### src/rtl/dram_slot_refresh_pkg.sv
package dram_slot_refresh_pkg;
  typedef enum logic [2:0] {
    PH_IDLE,
    PH_ROW,
    PH_COL,
    PH_STROBE,
    PH_REFRESH
  } phase_t;

  typedef struct packed {
    logic rowOn;
    logic colOn;
    logic colSel;
    logic wrOn;
  } strobe_t;
endpackage

### src/rtl/dram_slot_ctrl.sv
module dram_slot_ctrl
  import dram_slot_refresh_pkg::*;
(
  input  logic    clk,
  input  logic    rstN,
  input  logic    cycMemN,
  input  logic    cycRdN,
  input  logic    cycWrN,
  input  logic    cycFetchN,
  input  logic    cycRefreshN,
  input  logic    cycHoldN,
  output strobe_t nextStrobe
);
  phase_t phaseQ, phaseD;
  logic   writeQ, writeD;
  logic   accessReq;

  assign accessReq = !cycRdN || !cycWrN || !cycFetchN;

  always_comb begin
    phaseD = phaseQ;
    writeD = writeQ;
    if (cycMemN) begin
      phaseD = PH_IDLE;
      writeD = 1'b0;
    end else if (cycHoldN) begin
      unique case (phaseQ)
        PH_IDLE: begin
          if (!cycRefreshN) begin
            phaseD = PH_REFRESH;
            writeD = 1'b0;
          end else if (accessReq) begin
            phaseD = PH_ROW;
            writeD = !cycWrN;
          end
        end
        PH_ROW:     phaseD = PH_COL;
        PH_COL:     phaseD = PH_STROBE;
        PH_STROBE:  phaseD = PH_STROBE;
        PH_REFRESH: phaseD = PH_REFRESH;
        default:    phaseD = PH_IDLE;
      endcase
    end
  end

  always_ff @(posedge clk) begin
    if (!rstN) begin
      phaseQ <= PH_IDLE;
      writeQ <= 1'b0;
    end else begin
      phaseQ <= phaseD;
      writeQ <= writeD;
    end
  end

  always_comb begin
    nextStrobe.rowOn  = (phaseD != PH_IDLE);
    nextStrobe.colSel = (phaseD == PH_COL) || (phaseD == PH_STROBE);
    nextStrobe.colOn  = (phaseD == PH_STROBE);
    nextStrobe.wrOn   = nextStrobe.colSel && writeD;
  end
endmodule

### src/rtl/dram_slot_datapath.sv
module dram_slot_datapath
  import dram_slot_refresh_pkg::*;
#(
  parameter int MUX_W = 8,
  localparam int CPU_AW = 2 * MUX_W
) (
  input  logic              clk,
  input  logic              rstN,
  input  strobe_t           nextStrobe,
  input  logic [CPU_AW-1:0] cpuAddr,
  output logic              rasN,
  output logic              casN,
  output logic              weN,
  output logic              muxSel,
  output logic [MUX_W-1:0]  dramAddr
);
  always_ff @(posedge clk) begin
    if (!rstN) begin
      rasN   <= 1'b1;
      casN   <= 1'b1;
      weN    <= 1'b1;
      muxSel <= 1'b0;
    end else begin
      rasN   <= !nextStrobe.rowOn;
      casN   <= !nextStrobe.colOn;
      weN    <= !nextStrobe.wrOn;
      muxSel <= nextStrobe.colSel;
    end
  end

  assign dramAddr = muxSel ? cpuAddr[CPU_AW-1:MUX_W] : cpuAddr[MUX_W-1:0];
endmodule

### src/rtl/dram_slot_refresh.sv
module dram_slot_refresh
  import dram_slot_refresh_pkg::*;
#(
  parameter int MUX_W = 8,
  localparam int CPU_AW = 2 * MUX_W
) (
  input  logic              clk,
  input  logic              rstN,
  input  logic              cycMemN,
  input  logic              cycRdN,
  input  logic              cycWrN,
  input  logic              cycFetchN,
  input  logic              cycRefreshN,
  input  logic              cycHoldN,
  input  logic [CPU_AW-1:0] cpuAddr,
  output logic              rasN,
  output logic              casN,
  output logic              weN,
  output logic              muxSel,
  output logic [MUX_W-1:0]  dramAddr
);
  strobe_t nextStrobe;

  dram_slot_ctrl ctrl_i (
    .clk(clk), .rstN(rstN), .cycMemN(cycMemN), .cycRdN(cycRdN),
    .cycWrN(cycWrN), .cycFetchN(cycFetchN), .cycRefreshN(cycRefreshN),
    .cycHoldN(cycHoldN), .nextStrobe(nextStrobe)
  );

  dram_slot_datapath #(.MUX_W(MUX_W)) dp_i (
    .clk(clk), .rstN(rstN), .nextStrobe(nextStrobe), .cpuAddr(cpuAddr),
    .rasN(rasN), .casN(casN), .weN(weN), .muxSel(muxSel), .dramAddr(dramAddr)
  );
endmodule

### config.mk
export PLATFORM = sky130hd
export DESIGN_NAME = dram_slot_refresh
export DESIGN_NICKNAME = d
export VERILOG_FILES = /design/src/rtl/dram_slot_refresh_pkg.sv /design/src/rtl/dram_slot_ctrl.sv /design/src/rtl/dram_slot_datapath.sv /design/src/rtl/dram_slot_refresh.sv
export SDC_FILE = /design/constraint.sdc
export NUM_CORES = 1
export LEC_CHECK = 0
export CORE_UTILIZATION = 33
export DETAILED_ROUTE_END_ITERATION = 8
export GPL_ROUTABILITY_DRIVEN = 0
export PLACE_DENSITY = 0.86
export RECOVER_POWER = 25
export SLEW_MARGIN = 5
export SYNTH_ARGS = -nofsm -noshare
export SYNTH_HDL_FRONTEND = slang
export SYNTH_SLANG_ARGS = --single-unit
### constraint.sdc
create_clock -name clk -period 3.1 [get_ports clk]
set_input_delay 0.62 -clock clk [delete_from_list [all_inputs] [get_ports clk]]
set_output_delay 0.62 -clock clk [all_outputs]
set_load 0.05 [all_outputs]
# Word level (Yosys, flattened, before mapping)

Cells that the tools add are included.

Output and inout bits: 12
Logic and storage cells: 36
Register bits: 8
Input port bits: 24

Reduce and logical (&&, ||, !) cells: 13
Eq/ne operators: 6
Multiplexer cells: 11

Operators by type and width:

| cell                                                 | count |
|---|---|
| equality test 3 x 2 -> 1 bit (second input constant) | 4 |
| two-way mux 3 bit                                    | 4 |
| case mux 3 bit (4 select lines)                      | 1 |
| two-way mux 8 bit                                    | 1 |
| logical NOT 1 bit                                    | 6 |
| two-way mux 1 bit                                    | 5 |
| equality test 3 x 1 -> 1 bit (second input constant) | 1 |
| equality test 3 bit (second input constant)          | 1 |
| logical NOT 3 bit                                    | 1 |
| logical OR 1 bit                                     | 3 |
| nonzero test 3 bit                                   | 1 |
| OR reduction 2 bit                                   | 1 |
| logical AND 1 bit                                    | 1 |

# Longest topological paths before layout

Word-level depth: 12
Gate-level depth with buffers: 3
Mapped depth without buffers: 3

# Hierarchy

A second synthesis with hierarchy kept.

Cells, all modules: 51
Area total of the unflattened synthesis: 484.2 um2

Modules (own cells, without submodules):

| module             | instances | area each (um2) | cells each | seq. area each (um2) |
|---|---|---|---|---|
| dram_slot_ctrl     | 1         | 255.2           | 34         | 80.1 |
| dram_slot_datapath | 1         | 229.0           | 17         | 80.1 |

# Worst setup path before layout

Ideal clock, no wire load.

Path type: register to output
Start point: reg dp_i.muxSel
End point: out dramAddr[0]
Arrival time: 1.437 ns
Path slack: 1.043 ns
Required time: 2.480 ns
Stages on the path, launching flop included: 3
Path buffers: 1
Cells stage by stage: dfxtp_1 -> clkbuf_1 -> mux2_2

Word-level cells in the longest chain between the ends: 1

RTL lines:

| what                   | RTL line                 | source |
|---|---|---|
| from (decl)            | dram_slot_datapath.sv:14 | `output logic muxSel,` |
| from (signal assigned) | dram_slot_datapath.sv:27 | `muxSel <= nextStrobe.colSel;` |
| two-way mux 8 bit      | dram_slot_datapath.sv:31 | `assign dramAddr = muxSel ? cpuAddr[CPU_AW-1:MUX_W] : cpuAddr[MUX_W-1:0];` |
| to (decl)              | dram_slot_refresh.sv:20  | `output logic [MUX_W-1:0] dramAddr` |

No other way between the ends.

# Worst setup path in the final report

Start point: in cpuAddr[9]
End point: out dramAddr[1]

Word-level cells in the longest chain between the ends: 1

RTL lines:

| what              | RTL line                 | source |
|---|---|---|
| from (decl)       | dram_slot_refresh.sv:15  | `input logic [CPU_AW-1:0] cpuAddr,` |
| two-way mux 8 bit | dram_slot_datapath.sv:31 |  |

No other way between the ends.

==> metrics.txt <==
status=complete, no violations; Synth Flop Type=dfxtp_1; Hold Fails Final Rpt=0; Syn Inst Count=41; Vias=about 470; Die Ht=38.2 um; routed length per placed instance=12.0 um; postcts setup bufs=0; input/output buffers=35; max incr delay on CP=between 0.7 and 0.8 ns; #FFs+latches synth=8; clk_skew=around 0.013 ns; final net count=104; CP bufs+invs=2; Startpoint Class=primary input; Clock transition at path regs=0.06 ns; # IOs=36; Netlist Area Pre-Place=433 sq um; Max Cap Viol=0; Root Buffer=clkbuf_4; critical path arrival=2.02 ns; number of global-route vias before repair=424; Hold WS=0.624 ns; pin count of the biggest net entering global routing=10; slew margin rel.=0.599; area grow syn2layout=88.2%; minimum clock period=2.64 ns; Hold Buf Count CTS=0; GR Overflow Total=0; sequential share of the synthesized area=0.370; placed cells=89; Slew @ Worst Pin=0.599 ns; final setup violation count=0; GRT Util Overall=0.166; final cell count without fillers=92; routed wire length=around 1100 um; post-synth top area share=0.370; drt first pass iters=4; Fin Setup TNS=0 ns; YS warnings=0; worst-path maximum fanout=1; RSZ-0062 raised after global routing=false; fin crit share=0.851; CP required=2.48 ns; Worst path top cell family by delay=buffers and inverters; Leakage=0.307 nW; total CTS buffers=3; CTS H-tree lvls=1; CTS resizes=0; Iter 0 DRT Violations=6; FMAX=0.379 GHz; CP dominant cell by count=clkdlybuf4s50_1; syn avg cell area=~11 sq um; CTS tree=built; first-pass GRT wire length=1650 um; worst slack, placed=0.468 ns; multi-input logic area=between 200 and 300 sq um; critical path class=in2out; Initial Util=0.374; die area=1460 sq um; DRT antenna net count=0; setup ws final=0.461 ns; fin util=0.705; CTS sink cnt=8; die width=between 30 and 40 um; Async S/R FF share, synth=0; initial antenna violation count=0; Slowest-stage cell, CP=clkdlybuf4s50_1; most frequent cells after synthesis=dfxtp_1 (8), mux2_2 (8), nand3_1 (3), nor2b_1 (3), o21ai_0 (2); core area=about 1200 sq um; row cnt=12; DP HPWL=a little over 900 um; FF+latch area=160 sq um; Synth Net Count=65; max-slew violation count=0; Clock Path Buffers=2; worst IR drop on VDD=0.000286 V; largest cells by area after synthesis=dfxtp_1 (37%), mux2_2 (21%), nor2b_1 (4.3%); sequence of cells on the critical path=clkdlybuf4s50_1 > mux2_2 > clkdlybuf4s50_1; Worst Setup End Kind=output port; worst skew pair latency=0.26 ns; fillers=92; Synth area leader=dfxtp_1; Unique masters post-synth=22; ant diodes=0; layout cells sized above 1=0.179; # DRC=0; post-detailed-route via-to-cell ratio=about 5.1; Min-Delay Path Class=reg2reg; Power Density=333 nW/um^2; EDFF count, synth=0
## where the power goes
group          switching (mW)  internal [mW]  leakage, nW
combinational          0.0389         0.0461        0.228
sequential            0.00170          0.105       0.0649
clock                  0.0353         0.0443       0.0138
## sequential cells by signal (all words and copies together) (netlist names)
name and count:
ctrl_i.phaseQ 3, ctrl_i.writeQ 1, dp_i.casN 1, dp_i.muxSel 1, dp_i.rasN 1, dp_i.weN 1
## final timing paths
kind | startpoint | to | depth (start not counted) | slack [ns]
setup / recovery | cpuAddr[9] | dramAddr[1] | 3 | 0.46
hold / removal | ctrl_i.phaseQ[1]$_SDFF_PN0_ | ctrl_i.phaseQ[1]$_SDFF_PN0_ | 2 | 0.62
setup reg to reg | ctrl_i.phaseQ[0]$_SDFF_PN0_ | dp_i.weN$_SDFF_PN1_ | 3 | 1.83
hold reg to reg | ctrl_i.phaseQ[1]$_SDFF_PN0_ | ctrl_i.phaseQ[1]$_SDFF_PN0_ | 2 | 0.62
## worst min-delay path, stage by stage (launching register included)
cell and delay (ns):
dfxtp_1 0.33, a21oi_1 0.12, a211oi_1 0.11
## logic make-up (layout without fill, tap and decap cells)
kind of cell,Yosys count,in the layout,synth area share
mux,8,8,0.208
compound gates,10,10,0.197
simple gates,13,13,0.208
buf+inv,2,39,0.0173
flops,8,8,0.370
## per-stage QoR
step / total power, mW / cell area (sq um)
6_report: 0.271 / 815
5_1_grt: 0.283 / 815
4_1_cts: 0.274 / 820
3_5_place_dp: 0.195 / 797
3_3_place_gp: 0.193 / 797
2_1_floorplan: 0.150 / 433
## cell usage in the layout (no fill, tap or decap)
cell,instances
clkdlybuf4s50_1,34
mux2_2,8
dfxtp_1,8
nand3_1,3
nor2b_1,3
clkbuf_4,3
o21ai_0,2
and4bb_1,1
and3b_2,1
a211o_1,1
nand2b_1,1
a21oi_1,1
a211oi_1,1
o21a_1,1
inv_1,1
o311ai_2,1
and2_0,1
nor4b_1,1
a21boi_1,1
and3b_1,1
o211ai_1,1
o21ba_2,1
nor2_1,1
dlygate4sd3_1,1
## area by class of cell
class                      instances  share of cell area
multi-input combinational         31               0.320
timing repair buffer              35               0.430
sequential                         8               0.197
clock buffer                       3              0.0276
inverter                           1             0.00461
tap                               14              0.0215
## routing by layer
layer	global-route usage	wire length, um
met1	0.160	382
met2	0.292	511
met3	0.0930	211
met4	0.0536	0
met5	0	0
(Power assumes the default switching activity.)
